[config.mk]
export PLATFORM = sky130hd
export DESIGN_NAME = dacfe_core
export DESIGN_NICKNAME = d
export VERILOG_FILES = /design/src/rtl/dacfe_pkg.sv /design/src/rtl/dacfe_serial_rx.sv /design/src/rtl/dacfe_chan.sv /design/src/rtl/dacfe_core.sv
export SDC_FILE = /design/constraint.sdc
export NUM_CORES = 1
export LEC_CHECK = 0
export ABC_AREA = 1
export BUFFER_PORTS_ARGS = -buffer_cell sky130_fd_sc_hd__buf_2
export CORE_MARGIN = 2
export CORE_UTILIZATION = 52
export DETAILED_ROUTE_END_ITERATION = 6
export GPL_TIMING_DRIVEN = 0
export HOLD_SLACK_MARGIN = 0.05
export PLACE_DENSITY = 0.75
export SYNTH_ARGS = -nofsm -noshare
export SYNTH_HDL_FRONTEND = slang
export SYNTH_SLANG_ARGS = --single-unit
export TNS_END_PERCENT = 50
[constraint.sdc]
create_clock -name clk -period 1.75 [get_ports clk]
set_clock_uncertainty 0.2 [all_clocks]
set_input_delay 0.0875 -clock clk [delete_from_list [all_inputs] [get_ports clk]]
set_output_delay 0.0875 -clock clk [all_outputs]
set_load 0.01 [all_outputs]
[src/rtl/dacfe_pkg.sv]
`timescale 1ns/1ps
package dacfe_pkg;
    localparam int WORD_W  = 16;
    localparam int MAIN_W  = 10;
    localparam int SUB_W   = 8;
    localparam int ADDR_W  = 2;
    localparam int BIAS_W  = 2;
    localparam logic [MAIN_W-1:0] MAIN_MID = 10'h200;
    localparam logic [SUB_W-1:0]  SUB_MID  = 8'h80;

    typedef enum logic [1:0] {
        RX_IDLE  = 2'd0,
        RX_SHIFT = 2'd1,
        RX_DRAIN = 2'd2
    } rx_state_t;
endpackage

[src/rtl/dacfe_serial_rx.sv]
`timescale 1ns/1ps
module dacfe_serial_rx
    import dacfe_pkg::*;
#(
    parameter int SYNC_STAGES = 2
) (
    input  logic              clk,
    input  logic              rst_n,
    input  logic              sclk,
    input  logic              fsync_n,
    input  logic              sdin,
    output logic              word_valid,
    output logic [WORD_W-1:0] word
);
    localparam int CNT_W = $clog2(WORD_W + 1);

    logic [SYNC_STAGES-1:0] sclk_pipe, fs_pipe, sd_pipe;
    logic                   sclk_last;
    logic                   sclk_s, fs_s, sd_s;
    logic                   fall, accept, last_bit;
    logic [WORD_W-2:0]      shreg;
    logic [CNT_W-1:0]       cnt;
    rx_state_t              state, state_nxt;

    assign sclk_s   = sclk_pipe[SYNC_STAGES-1];
    assign fs_s     = fs_pipe[SYNC_STAGES-1];
    assign sd_s     = sd_pipe[SYNC_STAGES-1];
    assign fall     = sclk_last & ~sclk_s;
    assign accept   = fall & ~fs_s & (state != RX_DRAIN);
    assign last_bit = accept & (cnt == CNT_W'(WORD_W - 1));

    always_ff @(posedge clk or negedge rst_n) begin
        if (!rst_n) begin
            sclk_pipe <= '0;
            fs_pipe   <= '1;
            sd_pipe   <= '0;
            sclk_last <= 1'b0;
        end else begin
            sclk_pipe <= {sclk_pipe[SYNC_STAGES-2:0], sclk};
            fs_pipe   <= {fs_pipe[SYNC_STAGES-2:0], fsync_n};
            sd_pipe   <= {sd_pipe[SYNC_STAGES-2:0], sdin};
            sclk_last <= sclk_s;
        end
    end

    // state register
    always_ff @(posedge clk or negedge rst_n) begin
        if (!rst_n) state <= RX_IDLE;
        else        state <= state_nxt;
    end

    // next state
    always_comb begin
        state_nxt = state;
        unique case (state)
            RX_IDLE:  if (!fs_s) state_nxt = RX_SHIFT;
            RX_SHIFT: begin
                if (fs_s)          state_nxt = RX_IDLE;
                else if (last_bit) state_nxt = RX_DRAIN;
            end
            RX_DRAIN: if (fs_s) state_nxt = RX_IDLE;
            default:  state_nxt = RX_IDLE;
        endcase
    end

    // shift register and edge count
    always_ff @(posedge clk or negedge rst_n) begin
        if (!rst_n) begin
            shreg <= '0;
            cnt   <= '0;
        end else if (fs_s) begin
            cnt <= '0;
        end else if (accept) begin
            shreg <= {shreg[WORD_W-3:0], sd_s};
            cnt   <= cnt + 1'b1;
        end
    end

    // outputs
    always_ff @(posedge clk or negedge rst_n) begin
        if (!rst_n) begin
            word_valid <= 1'b0;
            word       <= '0;
        end else begin
            word_valid <= last_bit;
            if (last_bit) word <= {shreg, sd_s};
        end
    end
endmodule

[src/rtl/dacfe_chan.sv]
`timescale 1ns/1ps
module dacfe_chan
    import dacfe_pkg::*;
(
    input  logic              clk,
    input  logic              rst_n,
    input  logic              clr_req,
    input  logic [MAIN_W-1:0] clr_main,
    input  logic              ldac_req,
    input  logic              wr_main,
    input  logic              wr_sub,
    input  logic [MAIN_W-1:0] wdata,
    output logic [MAIN_W-1:0] main_data,
    output logic [MAIN_W-1:0] main_dac,
    output logic [SUB_W-1:0]  sub_dac
);
    logic [SUB_W-1:0]  sub_data;
    logic [MAIN_W-1:0] main_nxt;
    logic [SUB_W-1:0]  sub_nxt;

    assign main_nxt = wr_main ? wdata : main_data;
    assign sub_nxt  = wr_sub  ? wdata[SUB_W-1:0] : sub_data;

    always_ff @(posedge clk or negedge rst_n) begin
        if (!rst_n) begin
            main_data <= MAIN_MID;
            main_dac  <= MAIN_MID;
            sub_data  <= SUB_MID;
            sub_dac   <= SUB_MID;
        end else if (clr_req) begin
            main_data <= clr_main;
            main_dac  <= clr_main;
            sub_data  <= SUB_MID;
            sub_dac   <= SUB_MID;
        end else begin
            main_data <= main_nxt;
            sub_data  <= sub_nxt;
            if (ldac_req) begin
                main_dac <= main_nxt;
                sub_dac  <= sub_nxt;
            end
        end
    end
endmodule

[src/rtl/dacfe_core.sv]
`timescale 1ns/1ps
module dacfe_core
    import dacfe_pkg::*;
#(
    parameter int CHANNELS    = 4,
    parameter int SYNC_STAGES = 2
) (
    input  logic                       clk,
    input  logic                       rst_n,
    input  logic                       sclk,
    input  logic                       fsync_n,
    input  logic                       sdin,
    input  logic                       ldac_n,
    input  logic                       clr_n,
    output logic [CHANNELS*MAIN_W-1:0] main_code,
    output logic [CHANNELS*SUB_W-1:0]  sub_code,
    output logic                       coding_twos,
    output logic                       sys_standby,
    output logic                       sys_powerdown,
    output logic [CHANNELS-1:0]        ch_standby,
    output logic [CHANNELS*BIAS_W-1:0] ch_bias_sel
);
    logic                       word_valid;
    logic [WORD_W-1:0]          word;
    logic [CHANNELS*MAIN_W-1:0] main_data_flat;
    logic                       wr_sys, wr_ctl, wr_dat;
    logic [ADDR_W-1:0]          addr;
    logic [MAIN_W-1:0]          clr_main;

    dacfe_serial_rx #(.SYNC_STAGES(SYNC_STAGES)) u_rx (
        .clk(clk), .rst_n(rst_n), .sclk(sclk), .fsync_n(fsync_n),
        .sdin(sdin), .word_valid(word_valid), .word(word)
    );

    assign wr_sys   = word_valid & (word[14:13] == 2'b00);
    assign wr_ctl   = word_valid & (word[14:13] == 2'b01);
    assign wr_dat   = word_valid & word[14];
    assign addr     = word[11:10];
    assign clr_main = coding_twos ? '0 : MAIN_MID;

    always_ff @(posedge clk or negedge rst_n) begin
        if (!rst_n) begin
            coding_twos   <= 1'b0;
            sys_standby   <= 1'b0;
            sys_powerdown <= 1'b0;
        end else if (wr_sys) begin
            coding_twos   <= word[0];
            sys_standby   <= word[1];
            sys_powerdown <= word[2];
        end
    end

    for (genvar c = 0; c < CHANNELS; c++) begin : g_ch
        logic hit;
        assign hit = (addr == ADDR_W'(c));

        always_ff @(posedge clk or negedge rst_n) begin
            if (!rst_n) begin
                ch_standby[c]                 <= 1'b0;
                ch_bias_sel[c*BIAS_W +: BIAS_W] <= '0;
            end else if (wr_ctl && hit) begin
                ch_standby[c]                 <= word[0];
                ch_bias_sel[c*BIAS_W +: BIAS_W] <= word[2:1];
            end
        end

        dacfe_chan u_chan (
            .clk(clk), .rst_n(rst_n), .clr_req(~clr_n), .clr_main(clr_main),
            .ldac_req(~ldac_n),
            .wr_main(wr_dat & hit & ~word[12]),
            .wr_sub(wr_dat & hit & word[12]),
            .wdata(word[MAIN_W-1:0]),
            .main_data(main_data_flat[c*MAIN_W +: MAIN_W]),
            .main_dac(main_code[c*MAIN_W +: MAIN_W]),
            .sub_dac(sub_code[c*SUB_W +: SUB_W])
        );
    end
endmodule

==> results_dict.tcl, run 1 <==
set metrics [dict create \
    dpl.cell_count 1258 \
    clkLatencyLatePin_ns 0.49 \
    pwr-share-seq_pct 50.2 \
    grt_usage_pct 24.0 \
    reg2reg_slack_ns 0.03 \
    ir_worst_vdd_v 0.000718 \
    htree_levels 1 \
    overflow 0 \
    crit_slowest_cell "dfrtp_2" \
    grt_max_degree 103 \
    drv_slew 0 \
    synth-seq-cells 203 \
    antennaDiodeCount 0 \
    post-route-drc-count 0 \
    drt_wl_total_um 20600 \
    avgRoutedWirePerCell_um 15.5 \
    period_minus_slack_ns 1.72 \
    cts_tree "built" \
    p_sw_mw 2.14 \
    leakagePower_nw 5.66 \
    synth_area_sq_mm 0.00832 \
    drtIter0Drc 627 \
    ant_nets 0 \
    syn_inst 948 \
    root_buffer "clkbuf_16" \
    hold_path.class "input pin to async pin" \
    yosysSeqAreaShare_pct 61.3 \
    slew_headroom_pct 48.8 \
    start_util_pct 52.8 \
    critPathMaxStageDelay_ns 0.47 \
    gp_congestion 0.857 \
    drt_first_pass_iters 5 \
    critPathTopFamily "simple AND/OR/NAND/NOR gates" \
    swShare_pct 22.1 \
    chipWidth_um 131 \
    rsz0062_at_grt "true" \
    pwr-share-comb_pct 4.8 \
    syn_avg_cell_area_sq_um 8.78 \
    status "finished, final reports clean" \
    grt_pass1_vias 6361 \
    grt_pass1_wl_um 32200 \
    synthesis.nets 957 \
    worst_pin_slew_ns 0.768 \
    clock-sinks 203 \
    io_buffers 93 \
    vias 6912 \
    cp-start-kind "register" \
    rr_endpoint "g_ch[3].u_chan.main_dac[3]$_DFFE_PN0P_" \
    reg2reg_from "u_rx.word[10]$_DFFE_PN0P_" \
    layout-drive-gt1-share_pct 22.0 \
    clock.fmax_mhz 580 \
    dieArea_sq_mm 0.0170 \
    post-route-util_pct 65.8 \
    area_growth_pct 24.7 \
    p_total_mw 9.69 \
    cts_buffers 21 \
    rows 46 \
    path_cells "nand2_1 > nor2_4 > buf_12 > buf_4 > nand3_1 > nand3_1 > o21ai_0" \
    dp_hpwl_um 13000 \
    synth_cell_types 30 \
    fin_cells 1332 \
    drv_cap 0 \
    crit_path_frequent_cell "nand3_1" \
    antenna_found_initial 0 \
    internal-power_mw 7.54 \
    io_pins 94 \
    worstPathMaxFanout 10 \
    finalHoldViolCount 0 \
    viasPerCell 5.19 \
    cp.arrival_ns 1.88 \
    path_class "register to register" \
    p_per_area_mw_per_mm2 933 \
    clock_power_share_pct 45.0 \
    crit_buf_inv 2 \
    end_kind "register" \
    die_h_um 131 \
    fin_nets 1112 \
    path_clk_slew_ns 0.06 \
    reg2regPathDepth 7 \
    cts_buffer_depth 3 \
    yosys_warnings 0 \
    core_sq_mm 0.0158 \
    final.period_utilization_pct 98.5 \
    required_ns 1.91 \
    finalSetupViolCount 0 \
    fill_cells 1309 \
]
## worst reg2reg max path, cell delays in order, from the launching register on
cell	delay [ns]
dfrtp_2	0.47
nand2_1	0.12
nor2_4	0.17
buf_12	0.14
buf_4	0.17
nand3_1	0.08
nand3_1	0.15
o21ai_0	0.09
## how the worst max path moves through the flow
stage | startpoint | end | slack [ns] | cells after the start
finish | u_rx.word[10]$_DFFE_PN0P_ | g_ch[3].u_chan.main_dac[3]$_DFFE_PN0P_ | 0.03 | 7
detailed placement | u_rx.word[10]$_DFFE_PN0P_ | g_ch[2].u_chan.sub_dac[6]$_DFFE_PN0P_ | -0.19 | 8
global route | u_rx.word[11]$_DFFE_PN0P_ | g_ch[2].u_chan.main_dac[1]$_DFFE_PN0P_ | -0.08 | 7
floorplan | u_rx.cnt[0]$_DFFE_PN0P_ | u_rx.word[14]$_DFFE_PN0P_ | 0.05 | 10
global placement | rst_n | u_rx.sclk_pipe[0]$_DFF_PN0_ | -2.93 | 1
CTS | u_rx.word[12]$_DFFE_PN0P_ | g_ch[2].u_chan.main_dac[8]$_DFFE_PN0P_ | -0.03 | 7
## repair_timing
| item | CTS | global route |
|---|---|---|
| setup buffers | 2 | 20 |
| hold buffers | 11 | 0 |
| cloned | 2 | 4 |
| pin swaps | 3 | 15 |
| setup endpoints to repair | 111 | 137 |
| resized for setup | 32 | 69 |
| endpoints found under the hold margin | 133 | 0 |
## layout make-up
type                       instances  area (sq um)  area share [%]
buffer                            43           241            2.33
clock buffer                      32           627            6.04
clock inverter                     4          47.5           0.458
inverter                         128           493            4.75
multi-input combinational        576          2740            26.4
sequential                       203          5110            49.2
tap                              216           270            2.60
timing repair buffer             130           850            8.19
## cell usage after synthesis, drive strengths merged
library cell | count | area share, %
clkinv | 1 | 0.045
dfstp | 18 | 5.7
or2 | 2 | 0.18
dfrtp | 185 | 56
nor2 | 42 | 2.0
a21oi | 20 | 1.2
buf | 19 | 1.3
nand2 | 305 | 14
o22ai | 3 | 0.23
nand3 | 99 | 6.3
xor2 | 1 | 0.11
o211ai | 2 | 0.18
nand4 | 1 | 0.075
inv | 127 | 5.8
o21ai | 96 | 5.9
ha | 2 | 0.30
clkbuf | 25 | 1.1
## logic make-up after synthesis
kind of cell	count (synthesis)	share of synthesized area (%)
fa+ha+maj	2	0.301
simple gates	449	22.5
buf+inv	172	8.27
flops	203	61.3
xor+xnor	1	0.105
compound gates	121	7.47
## cell usage in the layout, fill, tap and decap left out, types with 11 or more instances in the layout
cell type and instances:
nand3_1 91, buf_2 97, dfstp_2 18, a21oi_1 20
o21ai_0 40, clkbuf_1 23, o21ai_1 38, nand2_1 295
dlygate4sd3_1 11, buf_4 23, o21ai_2 17, dfrtp_1 182
inv_1 121, clkbuf_16 23, nor2_1 36
## per-stage QoR
step                setup TNS [ns]  hold slack (ns)  setup WS, ns  cell area, sq um
floorplan                        0           -0.408        0.0491              8320
global placement           -574.32         -0.00572         -2.93              9060
detailed placement           -6.10          -0.0235        -0.193              9100
CTS                         -0.102           0.0578       -0.0343              9980
global route                -0.636           0.0995       -0.0759             10400
finish                           0           0.0127        0.0266             10400
## layer usage
metal | GRT usage (%) | share of wire, % | vias up
met4 | 8.07 | 4.0 | 0
met3 | 3.14 | 6.2 | 81
met1 | 34.4 | 43 | 3298
li1 | - | - | 3275
met5 | 0 | 0 | -
met2 | 38.2 | 47 | 258
## sequential cells by signal, indices dropped and copies added (netlist names)
signal and cells:
u_rx.shreg 14, coding_twos 1, sys_standby 1, u_rx.state 2
u_rx.sd_pipe 2, u_rx.word_valid 1, g_ch.u_chan.main_dac 40, sys_powerdown 1
u_rx.sclk_pipe 2, u_rx.sclk_last 1, g_ch.u_chan.sub_dac 32, ch_standby 4
u_rx.word 15, ch_bias_sel 8, g_ch.u_chan.main_data 40, u_rx.cnt 5
g_ch.u_chan.sub_data 32, u_rx.fs_pipe 2
## power by group through the flow
stage / registers (mW) / logic, mW / clock network [mW]
6_report: 4.87 / 0.461 / 4.36
2_1_floorplan: 4.94 / 0.193 / 0
3_3_place_gp: 4.95 / 0.379 / 0
4_1_cts: 4.86 / 0.446 / 4.41
3_5_place_dp: 4.95 / 0.399 / 0
5_1_grt: 4.87 / 0.527 / 4.59
(Power assumes the default switching activity.)
==> inputs of run 2 (changes only) <==
Settings changed: PLACE_DENSITY 0.75 to 0.74.
==> results_dict.tcl, run 2 (synthesized netlist as in run 1, its figures left out) <==
set metrics [dict create \
    cts_tree "built" \
    cp-start-kind "register" \
    p_sw_mw 2.14 \
    avgRoutedWirePerCell_um 15.4 \
    drt_first_pass_iters 7 \
    swShare_pct 22.2 \
    grt_max_degree 126 \
    fin_cells 1341 \
    root_buffer "clkbuf_16" \
    dpl.cell_count 1259 \
    fin_area_sq_mm 0.0105 \
    clock-sinks 203 \
    fin_ws_ns 0.0342 \
    worstPathMaxFanout 8 \
    start_util_pct 52.8 \
    overflow 0 \
    clock.fmax_mhz 583 \
    post-route-drc-count 0 \
    clkLatencyLatePin_ns 0.49 \
    path_clk_slew_ns 0.06 \
    hold_path.class "input pin to async pin" \
    drt_wl_total_um 20700 \
    layout-drive-gt1-share_pct 24.4 \
    htree_levels 1 \
    io_pins 94 \
    dp_hpwl_um 12800 \
    die_h_um 131 \
    placed_cell_area_sq_mm 0.00912 \
    layout_commonest_cell "nand2_1" \
    antennaDiodeCount 0 \
    internal-power_mw 7.53 \
    clock_power_share_pct 44.9 \
    drv_slew 0 \
    drtIter0Drc 575 \
    period_minus_slack_ns 1.72 \
    core_sq_mm 0.0158 \
    vias 6820 \
    area_growth_pct 26.7 \
    dp_slack_ns -0.183 \
    cts_buffers 21 \
    status "finished, final reports clean" \
    grt_pass1_vias 6225 \
    fin_nets 1120 \
    reg_top3 "g_ch.u_chan.main_dac x40, g_ch.u_chan.main_data x40" \
    dieArea_sq_mm 0.0170 \
    path_class "register to register" \
    finalSetupViolCount 0 \
    pwr-share-comb_pct 4.8 \
    rsz0062_at_grt "true" \
    end_kind "register" \
    io_buffers 93 \
    leakagePower_nw 5.69 \
    worst_pin_slew_ns 0.662 \
    ant_nets 0 \
    required_ns 1.97 \
    p_per_area_mw_per_mm2 917 \
    drv_cap 0 \
    gp_congestion 0.871 \
    fill_cells 1279 \
    cts_buffer_depth 3 \
    layout_common_cells "295 x nand2_1, 181 x dfrtp_1, 119 x inv_1" \
    cp.arrival_ns 1.94 \
    final.period_utilization_pct 98.0 \
    viasPerCell 5.09 \
    chipWidth_um 131 \
    slew_headroom_pct 55.9 \
    grt_usage_pct 24.0 \
    antenna_found_initial 0 \
    ir_worst_vdd_v 0.000705 \
    finalHoldViolCount 0 \
    pwr-share-seq_pct 50.3 \
    grt_pass1_wl_um 31900 \
    rows 46 \
]
-- run 2: metrics by stage --
stage	power, mW	util (%)	hold slack [ns]	setup TNS [ns]
2_1_floorplan	5.13	-	-0.408	0
3_3_place_gp	5.33	57.4	-0.00657	-575.83
3_5_place_dp	5.35	57.9	-0.00495	-5.17
4_1_cts	9.71	63.7	0.0693	-0.0507
5_1_grt	10.0	66.8	0.116	-1.10
6_report	9.67	66.8	0.0483	0
-- run 2: per-layer routing --
metal | up-vias | share of wire [%] | global-route usage, % | wire [um]
met5 | - | 0 | 0 | 0
met2 | 237 | 48 | 37.8 | 9840
li1 | 3290 | - | - | -
met3 | 39 | 6.8 | 4.03 | 1410
met1 | 3254 | 43 | 34.4 | 8940
met4 | 0 | 2.5 | 7.51 | 520
-- run 2: worst paths after layout --
check                                          start                                endpoint  slack, ns  cells past startpoint
hold / removal                                 rst_n    g_ch[1].u_chan.sub_data[6]$_DFF_PN0_       0.05                      3
hold reg to reg            u_rx.sd_pipe[0]$_DFF_PN0_               u_rx.sd_pipe[1]$_DFF_PN0_       0.15                      0
setup reg to reg           u_rx.word[11]$_DFFE_PN0P_  g_ch[2].u_chan.main_dac[7]$_DFFE_PN0P_       0.03                      8
min in group clk                              ldac_n   g_ch[1].u_chan.sub_dac[4]$_DFFE_PN0P_       0.13                      5
max in group asynchronous                      rst_n               u_rx.fs_pipe[1]$_DFF_PN1_       0.46                      4
setup / recovery           u_rx.word[11]$_DFFE_PN0P_  g_ch[2].u_chan.main_dac[7]$_DFFE_PN0P_       0.03                      8
-- run 2: critical path: stages, from the launching register on --
cell	delay, ns
dfrtp_2	0.48
inv_4	0.07
nor2_4	0.20
nand3_4	0.15
buf_8	0.18
buf_4	0.14
nand2_1	0.05
nand3_1	0.09
nand2_1	0.10
-- run 2: repair_timing --
| item | 4_1_cts | 5_1_grt |
|---|---|---|
| gates cloned | 2 | 4 |
| resized for setup | 35 | 98 |
| endpoints found under the setup margin | 92 | 134 |
| hold endpoints to repair | 225 | 0 |
| setup buffers | 4 | 24 |
| hold buffers | 11 | 0 |
| pin swaps | 3 | 17 |
-- run 2: final cells by class --
type	count	area, sq um	area share [%]
Multi-Input combinational cell	577	2850	27.0
Timing Repair Buffer	136	873	8.28
Sequential cell	203	5110	48.5
Inverter	128	498	4.72
Clock buffer	34	664	6.30
Buffer	44	268	2.54
Clock inverter	3	15.0	0.142
Tap cell	216	270	2.56
-- run 2: power groups by stage --
| stage | Combinational [mW] | Sequential, mW | Clock [mW] |
|---|---|---|---|
| floorplan | 0.193 | 4.94 | 0 |
| global placement | 0.380 | 4.95 | 0 |
| detailed placement | 0.405 | 4.95 | 0 |
| CTS | 0.452 | 4.86 | 4.40 |
| global route | 0.528 | 4.87 | 4.60 |
| finish | 0.467 | 4.86 | 4.34 |
==> inputs of run 3 (changes only) <==
Settings changed: CORE_UTILIZATION 52 to 63, PLACE_DENSITY 0.74 to 0.93.
Clock period 1.75 ns to 2 ns, I/O delays scaled along.
==> results_dict.tcl, run 3 (synthesized netlist as in run 1, its figures left out) <==
set metrics [dict create \
    hold_path.class "input pin to async pin" \
    finalSetupViolCount 0 \
    grt_pass1_wl_um 34600 \
    core_sq_mm 0.0128 \
    vias 7128 \
    htree_levels 1 \
    required_ns 2.21 \
    crit_slowest_cell "dfrtp_1" \
    final.period_utilization_pct 98.1 \
    post-route-drc-count 5 \
    drv_slew 0 \
    finalHoldViolCount 0 \
    end_kind "register" \
    cts_buffer_depth 3 \
    status "finished, violations left" \
    reg2reg_slack_ns 0.04 \
    pwr-share-comb_pct 4.4 \
    path_clk_slew_ns 0.07 \
    dieArea_sq_mm 0.0141 \
    clock.fmax_mhz 510 \
    avgRoutedWirePerCell_um 16.9 \
    drt_wl_total_um 21300 \
    dp_hpwl_um 13200 \
    cp.arrival_ns 2.17 \
    layout_common_cells "299 x nand2_1, 185 x dfrtp_1, 124 x inv_1" \
    grt_pass1_vias 6929 \
    io_buffers 93 \
    viasPerCell 5.68 \
    clock_power_share_pct 44.3 \
    violations "DRC" \
    drtIter0Drc 977 \
    grt_max_degree 109 \
    critPathMaxStageDelay_ns 0.44 \
    worst_pin_slew_ns 0.773 \
    ir_worst_vdd_v 0.000662 \
    antenna_found_initial 0 \
    leakagePower_nw 5.34 \
    clkLatencyLatePin_ns 0.49 \
    drv_cap 0 \
    root_buffer "clkbuf_16" \
    cts_tree "built" \
    layout_commonest_cell "nand2_1" \
    start_util_pct 65.2 \
    area_growth_pct 17.5 \
    grt_usage_pct 30.5 \
    period_minus_slack_ns 1.96 \
    p_per_area_mw_per_mm2 849 \
    gp_congestion 0.878 \
    chipWidth_um 119 \
    clock-sinks 203 \
    overflow 0 \
    path_cells "nor2_2 > nand3_2 > buf_2 > o21ai_1 > nand3_1 > nand2_1" \
    path_class "register to register" \
    antennaDiodeCount 0 \
    tns_ns 0 \
    worstPathMaxFanout 10 \
    ant_nets 0 \
    regArea_sq_mm 0.00510 \
    whs_ns 0.0179 \
    pwr-share-seq_pct 51.3 \
    cp-start-kind "register" \
    cts_buffers 20 \
    layout-drive-gt1-share_pct 16.1 \
    internal-power_mw 6.47 \
    rows 41 \
    p_sw_mw 1.84 \
    reg_top3 "g_ch.u_chan.main_dac x40, g_ch.u_chan.main_data x40" \
    drt_first_pass_iters 7 \
    io_pins 94 \
    rsz0062_at_grt "true" \
    swShare_pct 22.1 \
    die_h_um 119 \
    slew_headroom_pct 48.5 \
    fill_cells 778 \
    multiInputGateArea_sq_mm 0.00256 \
    fin_nets 1080 \
]
## run 3: cell type report
type / count / area share [%]
sequential: 203 / 52.2
multi-input combinational: 573 / 26.2
clock buffer: 34 / 6.18
timing repair buffer: 101 / 5.86
inverter: 128 / 4.94
tap: 172 / 2.20
buffer: 44 / 2.11
clock inverter: 1 / 0.307
## run 3: final timing paths
kind | from | depth (start not counted) | end
worst min register to register | u_rx.sclk_pipe[0]$_DFF_PN0_ | 0 | u_rx.sclk_pipe[1]$_DFF_PN0_
worst max register to register | u_rx.word[10]$_DFFE_PN0P_ | 6 | g_ch[0].u_chan.main_dac[3]$_DFFE_PN0P_
worst min-delay path | rst_n | 2 | g_ch[1].u_chan.main_data[0]$_DFF_PN0_
min in group clk | sclk | 2 | u_rx.sclk_pipe[0]$_DFF_PN0_
worst max-delay path | u_rx.word[10]$_DFFE_PN0P_ | 6 | g_ch[0].u_chan.main_dac[3]$_DFFE_PN0P_
max in group asynchronous | rst_n | 3 | g_ch[0].u_chan.main_dac[1]$_DFFE_PN0P_
## run 3: critical path, delay by kind of cell, from the launching register on
kind / cells / cell delay [ns]
flip-flops: 1 / 0.44
AND/OR/NAND/NOR: 4 / 0.75
AO/OA/AOI/OAI: 1 / 0.24
buffers and inverters: 1 / 0.27
## run 3: metal layers
layer  track usage, %  wire length, um  vias to the layer above
met5                0                0                        -
met4             14.7             1010                        0
met3             5.27             1780                       92
met2             49.2            10300                      398
met1             40.5             8160                     3440
li1                 -                -                     3198
## run 3: power by group through the flow
stage | logic [mW] | registers [mW] | clock network, mW
2_1_floorplan | 0.169 | 4.32 | 0
3_3_place_gp | 0.319 | 4.33 | 0
3_5_place_dp | 0.343 | 4.33 | 0
4_1_cts | 0.360 | 4.26 | 3.68
5_1_grt | 0.406 | 4.27 | 3.87
6_report | 0.365 | 4.26 | 3.68
## run 3: through the flow
stage / cells / cell area [sq um] / utilization, % / setup WS, ns / total power, mW
2_1_floorplan: 948 / 8320 / - / 0.299 / 4.49
3_3_place_gp: 1213 / 9000 / 70.5 / -2.54 / 4.65
3_5_place_dp: 1214 / 9040 / 70.8 / 0.127 / 4.67
4_1_cts: 1256 / 9750 / 76.3 / 0.0399 / 8.30
5_1_grt: 1256 / 9780 / 76.6 / -0.0364 / 8.55
6_report: 1256 / 9780 / 76.6 / 0.0374 / 8.31
## run 3: what timing repair did
action	in CTS	in global routing
hold buffers	7	0
endpoints found under the setup margin	1	52
hold endpoints to repair	114	0
buffers inserted	0	0
pin swaps	0	0
resized for setup	1	15
cloned	0	0
